### src/rtl/wdsup_pkg.sv
package wdsup_pkg;

  typedef enum logic [1:0] {
    MODE_FIXED  = 2'd0,
    MODE_SPLIT  = 2'd1,
    MODE_CLOCKS = 2'd2,
    MODE_SPARE  = 2'd3
  } wd_mode_e;

  typedef enum logic {
    ST_HOLD = 1'b0,
    ST_RUN  = 1'b1
  } sup_state_e;

  function automatic int max2(input int a, input int b);
    return (a > b) ? a : b;
  endfunction

endpackage

### src/rtl/wdsup_sync.sv
module wdsup_sync #(
  parameter int STAGES = 2
) (
  input  logic clk,
  input  logic rst_n,
  input  logic async_in,
  output logic toggle_seen
);
  // chain[0..STAGES-1] synchronize, chain[STAGES] holds the previous level
  logic [STAGES:0] chain;

  always_ff @(posedge clk or negedge rst_n) begin
    if (!rst_n) chain <= '0;
    else        chain <= {chain[STAGES-1:0], async_in};
  end

  assign toggle_seen = chain[STAGES] ^ chain[STAGES-1];

endmodule

### src/rtl/wdsup_timer.sv
module wdsup_timer
  import wdsup_pkg::*;
#(
  parameter int LONG_TICKS      = 1600,
  parameter int SHORT_TICKS     = 100,
  parameter int PULSE_TICKS     = 200,
  parameter int CLK_NORM_TICKS  = 1024,
  parameter int CLK_FIRST_TICKS = 4096,
  parameter int CLK_PULSE_TICKS = 2048
) (
  input  logic       clk,
  input  logic       rst_n,
  input  logic       tick,
  input  logic       kick,
  input  logic       pwr_fail,
  input  logic [1:0] mode,
  output logic       rst_act,
  output logic       fault_n,
  output logic       pf_trip
);
  localparam int MAXT = max2(max2(max2(LONG_TICKS, SHORT_TICKS), max2(PULSE_TICKS, CLK_NORM_TICKS)),
                             max2(CLK_FIRST_TICKS, CLK_PULSE_TICKS));
  localparam int CW = $clog2(MAXT + 1);

  sup_state_e    state;
  logic [CW-1:0] wcnt, pcnt;
  logic          first_win;
  logic [CW-1:0] norm_len, first_len, pulse_len, win_len;

  always_comb begin
    case (wd_mode_e'(mode))
      MODE_SPLIT: begin
        norm_len  = CW'(SHORT_TICKS);
        first_len = CW'(LONG_TICKS);
        pulse_len = CW'(PULSE_TICKS);
      end
      MODE_CLOCKS: begin
        norm_len  = CW'(CLK_NORM_TICKS);
        first_len = CW'(CLK_FIRST_TICKS);
        pulse_len = CW'(CLK_PULSE_TICKS);
      end
      default: begin
        norm_len  = CW'(LONG_TICKS);
        first_len = CW'(LONG_TICKS);
        pulse_len = CW'(PULSE_TICKS);
      end
    endcase
    win_len = first_win ? first_len : norm_len;
  end

  assign rst_act = (state == ST_HOLD);
  assign pf_trip = (state == ST_RUN) && pwr_fail;

  always_ff @(posedge clk or negedge rst_n) begin
    if (!rst_n) begin
      state     <= ST_HOLD;
      wcnt      <= '0;
      pcnt      <= '0;
      first_win <= 1'b1;
      fault_n   <= 1'b1;
    end else begin
      if (kick) fault_n <= 1'b1;
      case (state)
        ST_HOLD: begin
          wcnt      <= '0;
          first_win <= 1'b1;
          if (pwr_fail) begin
            pcnt <= '0;
          end else if (tick) begin
            if (pcnt >= pulse_len - 1'b1) begin
              state <= ST_RUN;
              pcnt  <= '0;
            end else begin
              pcnt <= pcnt + 1'b1;
            end
          end
        end
        default: begin
          if (pwr_fail) begin
            state <= ST_HOLD;
            pcnt  <= '0;
            wcnt  <= '0;
          end else if (kick) begin
            wcnt      <= '0;
            first_win <= 1'b0;
          end else if (tick) begin
            if (wcnt >= win_len - 1'b1) begin
              state   <= ST_HOLD;
              pcnt    <= '0;
              wcnt    <= '0;
              fault_n <= 1'b0;
            end else begin
              wcnt <= wcnt + 1'b1;
            end
          end
        end
      endcase
    end
  end

  assert_fault_hold_R5: assert property (@(posedge clk) disable iff (!rst_n)
    (!fault_n && !kick) |=> !fault_n);

  assert_fault_clear_R5: assert property (@(posedge clk) disable iff (!rst_n)
    kick |=> fault_n);

  assert_pf_enter_R9: assert property (@(posedge clk) disable iff (!rst_n)
    pwr_fail |=> rst_act);

  assert_win_bound_R6: assert property (@(posedge clk) disable iff (!rst_n)
    (state == ST_RUN) |-> (wcnt < win_len));

  assert_tick_idle_R11: assert property (@(posedge clk) disable iff (!rst_n)
    (!tick && !kick && !pwr_fail) |=> ($stable(wcnt) && $stable(pcnt)));

endmodule

### src/rtl/wdsup_ce_gate.sv
module wdsup_ce_gate #(
  parameter int CUT_CYCLES = 12
) (
  input  logic clk,
  input  logic rst_n,
  input  logic rst_act,
  input  logic pf_trip,
  input  logic sel_in_n,
  output logic sel_out_n
);
  localparam int DW = $clog2(CUT_CYCLES + 1);

  logic          grace;
  logic [DW-1:0] dcnt;

  assign sel_out_n = (rst_act && !grace) ? 1'b1 : sel_in_n;

  always_ff @(posedge clk or negedge rst_n) begin
    if (!rst_n) begin
      grace <= 1'b0;
      dcnt  <= '0;
    end else if (pf_trip) begin
      grace <= 1'b1;
      dcnt  <= '0;
    end else if (grace) begin
      if (!rst_act || sel_in_n || (dcnt >= DW'(CUT_CYCLES - 1))) grace <= 1'b0;
      else dcnt <= dcnt + 1'b1;
    end
  end

  assert_grace_in_reset_R10: assert property (@(posedge clk) disable iff (!rst_n)
    grace |-> rst_act);

  assert_grace_cut_R10: assert property (@(posedge clk) disable iff (!rst_n)
    (grace && sel_in_n && !pf_trip) |=> !grace);

endmodule

### src/rtl/wdsup_top.sv
module wdsup_top #(
  parameter int LONG_TICKS      = 1600,
  parameter int SHORT_TICKS     = 100,
  parameter int PULSE_TICKS     = 200,
  parameter int CLK_NORM_TICKS  = 1024,
  parameter int CLK_FIRST_TICKS = 4096,
  parameter int CLK_PULSE_TICKS = 2048,
  parameter int CUT_CYCLES      = 12,
  parameter int SYNC_STAGES     = 2
) (
  input  logic       clk,
  input  logic       rst_n,
  input  logic       tick,
  input  logic [1:0] mode,
  input  logic       kick_in,
  input  logic       pwr_fail,
  input  logic       mem_sel_in_n,
  output logic       rst_out,
  output logic       rst_out_n,
  output logic       wd_fault_n,
  output logic       mem_sel_out_n
);
  logic kick, rst_act, pf_trip;

  wdsup_sync #(.STAGES(SYNC_STAGES)) u_sync (
    .clk(clk), .rst_n(rst_n), .async_in(kick_in), .toggle_seen(kick)
  );

  wdsup_timer #(
    .LONG_TICKS(LONG_TICKS), .SHORT_TICKS(SHORT_TICKS), .PULSE_TICKS(PULSE_TICKS),
    .CLK_NORM_TICKS(CLK_NORM_TICKS), .CLK_FIRST_TICKS(CLK_FIRST_TICKS),
    .CLK_PULSE_TICKS(CLK_PULSE_TICKS)
  ) u_timer (
    .clk(clk), .rst_n(rst_n), .tick(tick), .kick(kick), .pwr_fail(pwr_fail),
    .mode(mode), .rst_act(rst_act), .fault_n(wd_fault_n), .pf_trip(pf_trip)
  );

  wdsup_ce_gate #(.CUT_CYCLES(CUT_CYCLES)) u_gate (
    .clk(clk), .rst_n(rst_n), .rst_act(rst_act), .pf_trip(pf_trip),
    .sel_in_n(mem_sel_in_n), .sel_out_n(mem_sel_out_n)
  );

  assign rst_out   = rst_act;
  assign rst_out_n = ~rst_act;

  // watchdog or power-up reset: memory select blocked at once
  assert_sel_cut_R8: assert property (@(posedge clk) disable iff (!rst_n)
    ($rose(rst_out) && !$past(pwr_fail)) |-> mem_sel_out_n);

  assert_sel_pass_R8: assert property (@(posedge clk) disable iff (!rst_n)
    !rst_out |-> (mem_sel_out_n == mem_sel_in_n));

  assert_fault_reset_R5: assert property (@(posedge clk) disable iff (!rst_n)
    $fell(wd_fault_n) |-> $rose(rst_out));

endmodule

### config.mk
export PLATFORM = sky130hd
export DESIGN_NAME = wdsup_top
export DESIGN_NICKNAME = d
export VERILOG_FILES = /design/src/rtl/wdsup_pkg.sv /design/src/rtl/wdsup_sync.sv /design/src/rtl/wdsup_timer.sv /design/src/rtl/wdsup_ce_gate.sv /design/src/rtl/wdsup_top.sv
export SDC_FILE = /design/constraint.sdc
export NUM_CORES = 1
export LEC_CHECK = 0
export CORE_ASPECT_RATIO = 1.25
export CORE_MARGIN = 2
export CORE_UTILIZATION = 40
export CTS_CLUSTER_DIAMETER = 60
export DETAILED_ROUTE_END_ITERATION = 12
export SETUP_SLACK_MARGIN = 0.15
export SLEW_MARGIN = 30
export SYNTH_ARGS = -nofsm -noshare
export SYNTH_HDL_FRONTEND = slang
export SYNTH_SLANG_ARGS = --single-unit
### constraint.sdc
create_clock -name clk -period 3.1 [get_ports clk]
set_clock_uncertainty 0.15 [all_clocks]
set_input_delay 0.31 -clock clk [delete_from_list [all_inputs] [get_ports clk]]
set_output_delay 0.31 -clock clk [all_outputs]
set_load 0.1 [all_outputs]
-- After elaboration in Yosys (flattened, before gate mapping)
Index checks and enable logic that the tools add are counted.
- flip-flop bits (word level): 37
- input bits: 8
- output and inout bits: 4
- logic and storage cells: 78
- add/sub/neg operators: 5
- reductions and logical operators: 11
- magnitude comparators: 3
- equality and inequality tests: 8
- bitwise gates (word level): 2
- muxes and demuxes: 41
- operator list (cell ; number):
    $mux W13 ; 15
    $add A13 B1 Y13 const B ; 2
    $ge A13 B13 Y1 ; 2
    $pmux W11 S2 ; 1
    $mux W1 ; 21
    $sub A12 B1 Y13 const B ; 1
    $sub A13 B1 Y13 const B ; 1
    $mux W12 ; 1
    $mux W4 ; 3
    $ne A2 B2 Y1 const B ; 3
    $ne A3 B3 Y1 const B ; 2
    $reduce_bool A3 Y1 ; 2
    $add A4 B1 Y4 const B ; 1
    $ge A4 B4 Y1 const B ; 1
    $ne A4 B4 Y1 const B ; 1
    $reduce_and A2 Y1 ; 2
    $reduce_and A4 Y1 ; 1
    $eq A2 B1 Y1 const B ; 1
    $eq A2 B2 Y1 const B ; 1
    $logic_and A1 B1 Y1 ; 2
    $logic_or A1 B1 Y1 ; 2
    $reduce_bool A2 Y1 ; 1
    $logic_not A1 Y1 ; 1
    $not A1 Y1 ; 1
    $xor A1 B1 Y1 ; 1

-- Depth between registers and ports, before layout
Gate-level depths: netlist of run 1.
- word-level depth: 10
- gate-level depth with buffers: 13
- depth with buffers taken out: 12

-- Modules after synthesis
Synthesis of run 1 repeated with hierarchy kept, for this count alone.
- cells, all modules: 254
- area, all modules: 2446.1 µm²
- modules (own cells, without submodules) (module ; instances ; sequential area each (µm²) ; area each (µm²) ; cells each):
    wdsup_timer ; 1 ; 728.2 ; 2073.2 ; 225
    wdsup_ce_gate ; 1 ; 125.1 ; 285.3 ; 24
    wdsup_sync ; 1 ; 75.1 ; 83.8 ; 4
    wdsup_top ; 1 ; 0.0 ; 3.8 ; 1

-- Least setup slack after synthesis of run 1
Ideal clock, no wire load.
- kind: input to register
- start: input mode[0]
- end: register u_timer.pcnt[10]
- cell stages on the path: 13
- path slack: 0.092 ns
- arrival time: 2.771 ns
- buffers on the path: 1
- data required time: 2.863 ns
- library setup time: 0.087 ns
- path through: inv_1 > ha_1 > inv_1 > or3_1 > xor2_1 > o22ai_1 > ha_1 > nand4_1 > a21oi_2 > a2111oi_4 > o2111ai_4 > buf_6 > o221ai_2
- word-level cells in the longest chain between the ends: 8
- elaborated cells on any way between the ends: 16
- classes of those cells: add/sub: 2; order compare: 2; eq/ne: 3; mux: 8; reduce/logical: 1
- ends and longest elaborated chain (item ; line ; text):
    start, declared ; wdsup_top.sv:14 ; input logic [1:0] mode,
    parallel branches: the longest is 8 deep, another holds $sub A13 B1 Y13 ; -- ;
    end signal, assigned ; wdsup_timer.sv:74 ; pcnt <= pcnt + 1'b1;
    end, declared ; wdsup_timer.sv:26 ; logic [CW-1:0] wcnt, pcnt;
Parallel ways; which one is timed is not known. The select of a mux whose other input is x is not followed.
A chain may end at the register's enable or synchronous reset.

-- Worst setup path after layout of run 1
- start: input mode[1]
- end: register u_timer.pcnt[7]
The elaborated chain is that of the path after synthesis.

==> results of run 1 <==
==> power groups by stage <==
stage | clock network (W) | registers, W | logic [W]
after CTS | 0.000450 | 0.000514 | 0.000111
final | 0.000437 | 0.000515 | 0.000108
after floorplan | 0 | 0.000520 | 0.0000669
after global placement | 0 | 0.000523 | 0.000105
after detailed placement | 0 | 0.000524 | 0.000107
after global routing | 0.000474 | 0.000517 | 0.000123
==> worst max-delay path, stage by stage <==
cell and delay [ns]:
buf_2 0.15, inv_1 0.07, ha_1 0.19, or3_1 0.38, xor2_1 0.17, o22ai_1 0.17, ha_1 0.26, nand4_1 0.11
a21oi_2 0.06, a2111oi_4 0.27, buf_4 0.19, o2111ai_4 0.16, buf_12 0.18, o221ai_1 0.17
==> final cells by class <==
| class | count | area [um^2] | share of cell area (%) |
|---|---|---|---|
| clock inverters | 1 | 30.0 | 1.02 |
| clock buffers | 7 | 86.3 | 2.93 |
| well taps | 85 | 106 | 3.61 |
| inverters | 24 | 92.6 | 3.14 |
| multi-input cells | 204 | 1480 | 50.3 |
| repair buffers | 27 | 221 | 7.51 |
| flip-flops and latches | 37 | 928 | 31.5 |
==> routing by layer <==
layer	GRT usage [%]	vias up	routed length, um
li1	-	1053	-
met1	22.2	1003	2500
met2	29.0	12	2810
met3	3.26	6	112
met4	5.80	0	80
met5	0	-	0
==> metrics by stage <==
stage                     instances  utilization [%]
after global routing            385             48.1
after floorplan                 275                -
final                           385             48.1
after global placement          374             45.8
after CTS                       385             48.2
after detailed placement        374             45.8
==> cells in the final DEF (no fill, tap or decap), types with 2 or more instances in the layout <==
master           count
nor2_1              17
inv_1               21
nand4_1             24
mux2i_1              6
nand2_1             29
o211ai_2             3
o221ai_2             3
or3_1                5
xnor2_1              5
inv_2                2
a21oi_2              2
a41oi_1              4
o221ai_1             4
buf_2                2
buf_4               18
o22ai_1              3
and3_1               5
nand2b_1             2
clkbuf_8             6
a21oi_1              9
dfstp_2              2
nor4_1               2
and2_1               2
nand3_1             13
dfrtp_1             35
clkdlybuf4s50_1      4
ha_4                 2
nor3_1              10
xor2_1               9
ha_1                22
o21ai_0              8
==> what timing repair did <==
item / in CTS / in global routing
endpoints found under the setup margin: 28 / 24
gates cloned: 0 / 0
gates resized for setup: 4 / 4
setup buffers: 3 / 0
pin swaps: 2 / 1
==> kinds of logic after synthesis <==
kind of cell,Yosys count
AOI/OAI and AO/OA,46
xor gates and xnor gates,14
adders and majority gates,24
buffers and inverters,34
DFF,37
muxes,6
other,1
and+or+nand+nor,113
==> path summary, 6_finish.rpt <==
| check | startpoint | end | slack, ns |
|---|---|---|---|
| min | rst_n | u_timer.wcnt[1] | -0.04 |
| max in group asynchronous | rst_n | u_timer.pcnt[10] | 2.30 |
| min reg2reg | u_sync.chain[0] | u_sync.chain[1] | 0.20 |
| min in group clk | u_sync.chain[0] | u_sync.chain[1] | 0.20 |
| max | mode[1] | u_timer.pcnt[7] | 0.30 |
| max reg2reg | u_timer.first_win | u_timer.pcnt[7] | 0.34 |
==> cells in the mapped netlist, types with 2 or more instances <==
| library cell | number | share of area (%) |
|---|---|---|
| nand2_1 | 29 | 4.3 |
| nor4_1 | 2 | 0.50 |
| o211ai_2 | 3 | 1.5 |
| nand3_1 | 13 | 2.6 |
| mux2i_1 | 6 | 2.4 |
| or3_1 | 5 | 1.2 |
| xor2_1 | 9 | 3.1 |
| and2_1 | 2 | 0.50 |
| o22ai_1 | 3 | 0.75 |
| o21ai_0 | 8 | 1.6 |
| xnor2_1 | 5 | 1.7 |
| nor3_1 | 10 | 2.0 |
| a21oi_2 | 2 | 0.70 |
| o221ai_1 | 4 | 1.4 |
| nand2b_1 | 2 | 0.50 |
| a21oi_1 | 9 | 1.8 |
| nand4_1 | 24 | 6.0 |
| nor2_1 | 17 | 2.5 |
| and3_1 | 5 | 1.2 |
| clkbuf_1 | 8 | 1.2 |
| inv_1 | 23 | 3.4 |
| dfrtp_1 | 35 | 35 |
| a41oi_1 | 4 | 1.4 |
| o221ai_2 | 3 | 1.8 |
| ha_1 | 24 | 12 |
| dfstp_2 | 2 | 2.1 |
==> flip-flops by register name, indices dropped and copies added, names as in the netlist <==
| signal | count |
|---|---|
| u_timer.pcnt | 13 |
| u_timer.wcnt | 13 |
| u_timer.first_win | 1 |
| u_sync.chain | 3 |
| u_timer.state | 1 |
| u_gate.grace | 1 |
| u_timer.fault_n | 1 |
| u_gate.dcnt | 4 |
==> impl_metrics.toml, run 1 <==
[power_and_ir_drop]
p_int_w = 0.000808
peakVddDrop_v = 0.000274
p_sw_share_pct = 23.8
p_leak_nw = 1.26
finalPower_w = 0.00106
p_per_area_mw_per_mm2 = 360
seq_power_share_pct = 48.6
switching_power_w = 0.000252
power_frac_comb_pct = 10.2
power_frac_clock_pct = 41.2

[grt]
grt_pass1_vias = 2002
grt_usage_pct = 17.4
grt_first_pass_wirelength_mm = 9.39
antenna_found_initial = 0
grt_max_degree = 38
grt_overflow = 0

[cts]
cts_hold_buf = 0
cts.sinks = 37
cts_tree = "yes"
clockBufferDepth = 2
htreeDepth = 2
numCtsBuffers = 5
clk_pin_slew_ns = 0.08
root_buffer = "clkbuf_8"
insertion_delay_ns = 0.29

[yosys]
synth_area_mm2 = 0.00252
synth_ff_type = "dfrtp_1"
ys.warnings.count = 0
ys_types = 44
synthXorXnorAreaFrac_pct = 4.87
synth_cells = 275
async_reset_ff_share_pct = 100
syn_area_per_cell_um2 = 9.16
ys_ff_latch = 37
muxShareOfSynthArea_pct = 2.38
yosysSeqAreaShare_pct = 36.9
yosys.area_share.simple_pct = 22.6
synth_compound_area_share_pct = 15.8
syn_nets = 307
synth-edff-count = 0
synth_fa_ha_area_share_pct = 11.9
synth_top_family_by_area = "simple AND/OR/NAND/NOR gates"

[die]
dieArea_mm2 = 0.00695
rows = 32
initial_core_util_pct = 41.1
core_area_mm2 = 0.00613
die_h_um = 92.7
fp.dieW_um = 75.0
io_pins = 12

[timing]
fin_ws_ns = 0.303
period_minus_slack_ns = 2.80
period_share_pct = 90.2
fmax_mhz = 358
slew_headroom_pct = 39.0
slew_viol_final = 0
worst_pin_slew_ns = 0.908
finalSetupViolCount = 0
final_hold_viol_count = 35
rsz0062_at_grt = "no"
holdWs_ns = -0.0385
tns_ns = 0

[routing]
via_per_inst = 5.39
ant_nets = 0
drc = 0
wl_per_cell_um = 14.3
route.vias.total = 2074
wl_mm = 5.50
dr.pass1.iters = 4
drt_iter0_drc = 73

[layout]
syn_to_final_growth_pct = 17.0
nets = 331
final_area_mm2 = 0.00295
nFillCells = 592
insertedDiodeCount = 0
layout-drive-gt1-share_pct = 16.7

[min_path]
hp-class = "input port to asynchronous set/reset pin"

[worst_setup_path]
worstSetupEndpointType = "flop"
rr_worst_depth = 12
required_ns = 3.15
critical_path_class = "input port to flop"
start_kind = "input port"
worst-path-max-fanout = 8
arrival_ns = 2.85

[run]
cap_violations = 0

[placement]
place.gp.congestion = 0.777
dp_slack_ns = -0.619
hpwl_mm = 3.99
place_area_mm2 = 0.00280
port_buffers = 11

[run_status]
status = "finished, violations left"
violations = "negative hold slack"
No activity file was read; power rests on OpenSTA's default activity.
==> run 2, diff against run 1 <==
--- a/config.mk
+++ b/config.mk
@@ -8,6 +8,7 @@
 export CORE_ASPECT_RATIO = 1.25
 export CORE_MARGIN = 2
 export CORE_UTILIZATION = 40
+export CTS_BUF_LIST = sky130_fd_sc_hd__clkbuf_8
 export CTS_CLUSTER_DIAMETER = 60
 export DETAILED_ROUTE_END_ITERATION = 12
 export SETUP_SLACK_MARGIN = 0.15
==> run 2 against run 1 <==
Compared with the run above:
- the flow still finishes with violations (negative hold slack)
- sequential power hardly changed
- fmax hardly changed
- critical path depth stayed put
- sequential share of layout area stayed put
- routed wire length hardly changed
- sequential cell count stayed put
- setup slack hardly changed
- non-clock buffer count stayed put
- global-route usage stayed put
- via count hardly changed
- combinational power hardly changed
- design area stayed put
- largest cell class unchanged
- largest power group unchanged
- highest routed layer unchanged
==> impl_metrics.toml, run 2 (synthesis results as in run 1) <==
[routing]
drc = 0
drt_iter0_drc = 76
dr.pass1.iters = 4
wl_mm = 5.50
via_per_inst = 5.38
route.vias.total = 2073
wl_per_cell_um = 14.3
ant_nets = 0

[timing]
tns_ns = 0
finalSetupViolCount = 0
slew_viol_final = 0
slew_headroom_pct = 39.2
worst_pin_slew_ns = 0.905
holdWs_ns = -0.0379
fmax_mhz = 358
period_share_pct = 90.2
period_minus_slack_ns = 2.80
rsz0062_at_grt = "no"
final_hold_viol_count = 35

[placement]
port_buffers = 11
place.gp.congestion = 0.777
place_area_mm2 = 0.00280
hpwl_mm = 3.99

[run]
cap_violations = 0

[worst_setup_path]
required_ns = 3.15
start_kind = "input port"
critical_path_class = "input port to flop"
worstSetupEndpointType = "flop"
r2r-end = "u_timer.pcnt[7]"
reg2reg_from = "u_timer.first_win"
rr_worst_depth = 12
arrival_ns = 2.85
r2r_setup_slack_ns = 0.34
worst-path-max-fanout = 8

[cts]
insertion_delay_ns = 0.29
htreeDepth = 2
clk_pin_slew_ns = 0.08
cts_tree = "yes"
root_buffer = "clkbuf_8"
cts_hold_buf = 0
clockBufferDepth = 2
cts.sinks = 37
numCtsBuffers = 5

[run_status]
status = "finished, violations left"
violations = "negative hold slack"

[layout]
utilization_pct = 48.1
final_area_mm2 = 0.00295
layout_commonest_cell = "dfrtp_1"
layout-drive-gt1-share_pct = 16.7
nFillCells = 592
layout_common_cells = "dfrtp_1, nand2_1, nand4_1"
insertedDiodeCount = 0
nets = 331
syn_to_final_growth_pct = 17.0
reg_top3 = "u_timer.pcnt (13), u_timer.wcnt (13), u_gate.dcnt (4)"

[grt]
grt_overflow = 0
met3_usage_pct = 3.26
antenna_found_initial = 0
use_met1_pct = 22.2
grt_pass1_vias = 2002
use_met2_pct = 29.0
grt_usage_pct = 17.4
busiest_layer = "met2"
grt_first_pass_wirelength_mm = 9.39
grt_max_degree = 38

[power_and_ir_drop]
finalPower_w = 0.00106
p_per_area_mw_per_mm2 = 359
p_leak_nw = 1.26
peakVddDrop_v = 0.000274

[min_path]
hp-class = "input port to asynchronous set/reset pin"

[die]
core_area_mm2 = 0.00613
rows = 32
initial_core_util_pct = 41.1
fp.dieW_um = 75.0
die_h_um = 92.7
dieArea_mm2 = 0.00695
io_pins = 12
[run 2: cell count changes in the layout (fill, tap and decap cells not counted), sizes merged]
| cell | change |
|---|---|
| inv | +1 |
| clkbuf | -1 |
[run 2: area by class of cell]
type	count	area (um^2)	area share (%)
Inverter	24	92.6	3.14
Clock buffer	6	82.6	2.80
Sequential cell	37	928	31.5
Clock inverter	2	33.8	1.15
Tap cell	85	106	3.61
Timing Repair Buffer	27	221	7.51
Multi-Input combinational cell	204	1480	50.3
[run 2: routing by layer]
layer / wire [um] / part of all wire (%)
met1: 2490 / 45
met2: 2800 / 51
met3: 125 / 2.3
met4: 80 / 1.5
met5: 0 / 0
[run 2: stage by stage]
step	instances	setup WS, ns
detailed placement	374	-0.619
global placement	374	-0.558
floorplan	275	0.164
global route	385	0.180
CTS	385	0.174
finish	385	0.303
[run 2: what timing repair did]
action / in CTS / in global routing
setup buffers: 3 / 0
pin swaps: 2 / 1
resized for setup: 4 / 4
setup endpoints to repair: 28 / 24
[run 2: where the power goes]
group / switching, W / internal, W
Sequential: 0.0000168 / 0.000499
Clock: 0.000175 / 0.000259
Combinational: 0.0000607 / 0.0000474
Total: 0.000252 / 0.000805
[run 2: how the worst max path moves through the flow]
stage / endpoint / slack [ns] / cells past startpoint / start
final: u_timer.pcnt[7] / 0.30 / 14 / mode[1]
after global routing: u_timer.pcnt[5] / 0.18 / 14 / mode[1]
after CTS: u_timer.pcnt[8] / 0.17 / 14 / mode[0]
after detailed placement: u_timer.pcnt[7] / -0.62 / 12 / mode[1]
after global placement: u_timer.pcnt[7] / -0.56 / 12 / mode[1]
after floorplan: u_timer.pcnt[8] / 0.16 / 12 / mode[0]
[run 2: worst max-delay path, stage by stage]
cell,delay (ns)
buf_2,0.15
inv_1,0.07
ha_1,0.19
or3_1,0.38
xor2_1,0.17
o22ai_1,0.17
ha_1,0.26
nand4_1,0.11
a21oi_2,0.06
a2111oi_4,0.27
buf_4,0.19
o2111ai_4,0.16
buf_12,0.18
o221ai_1,0.17
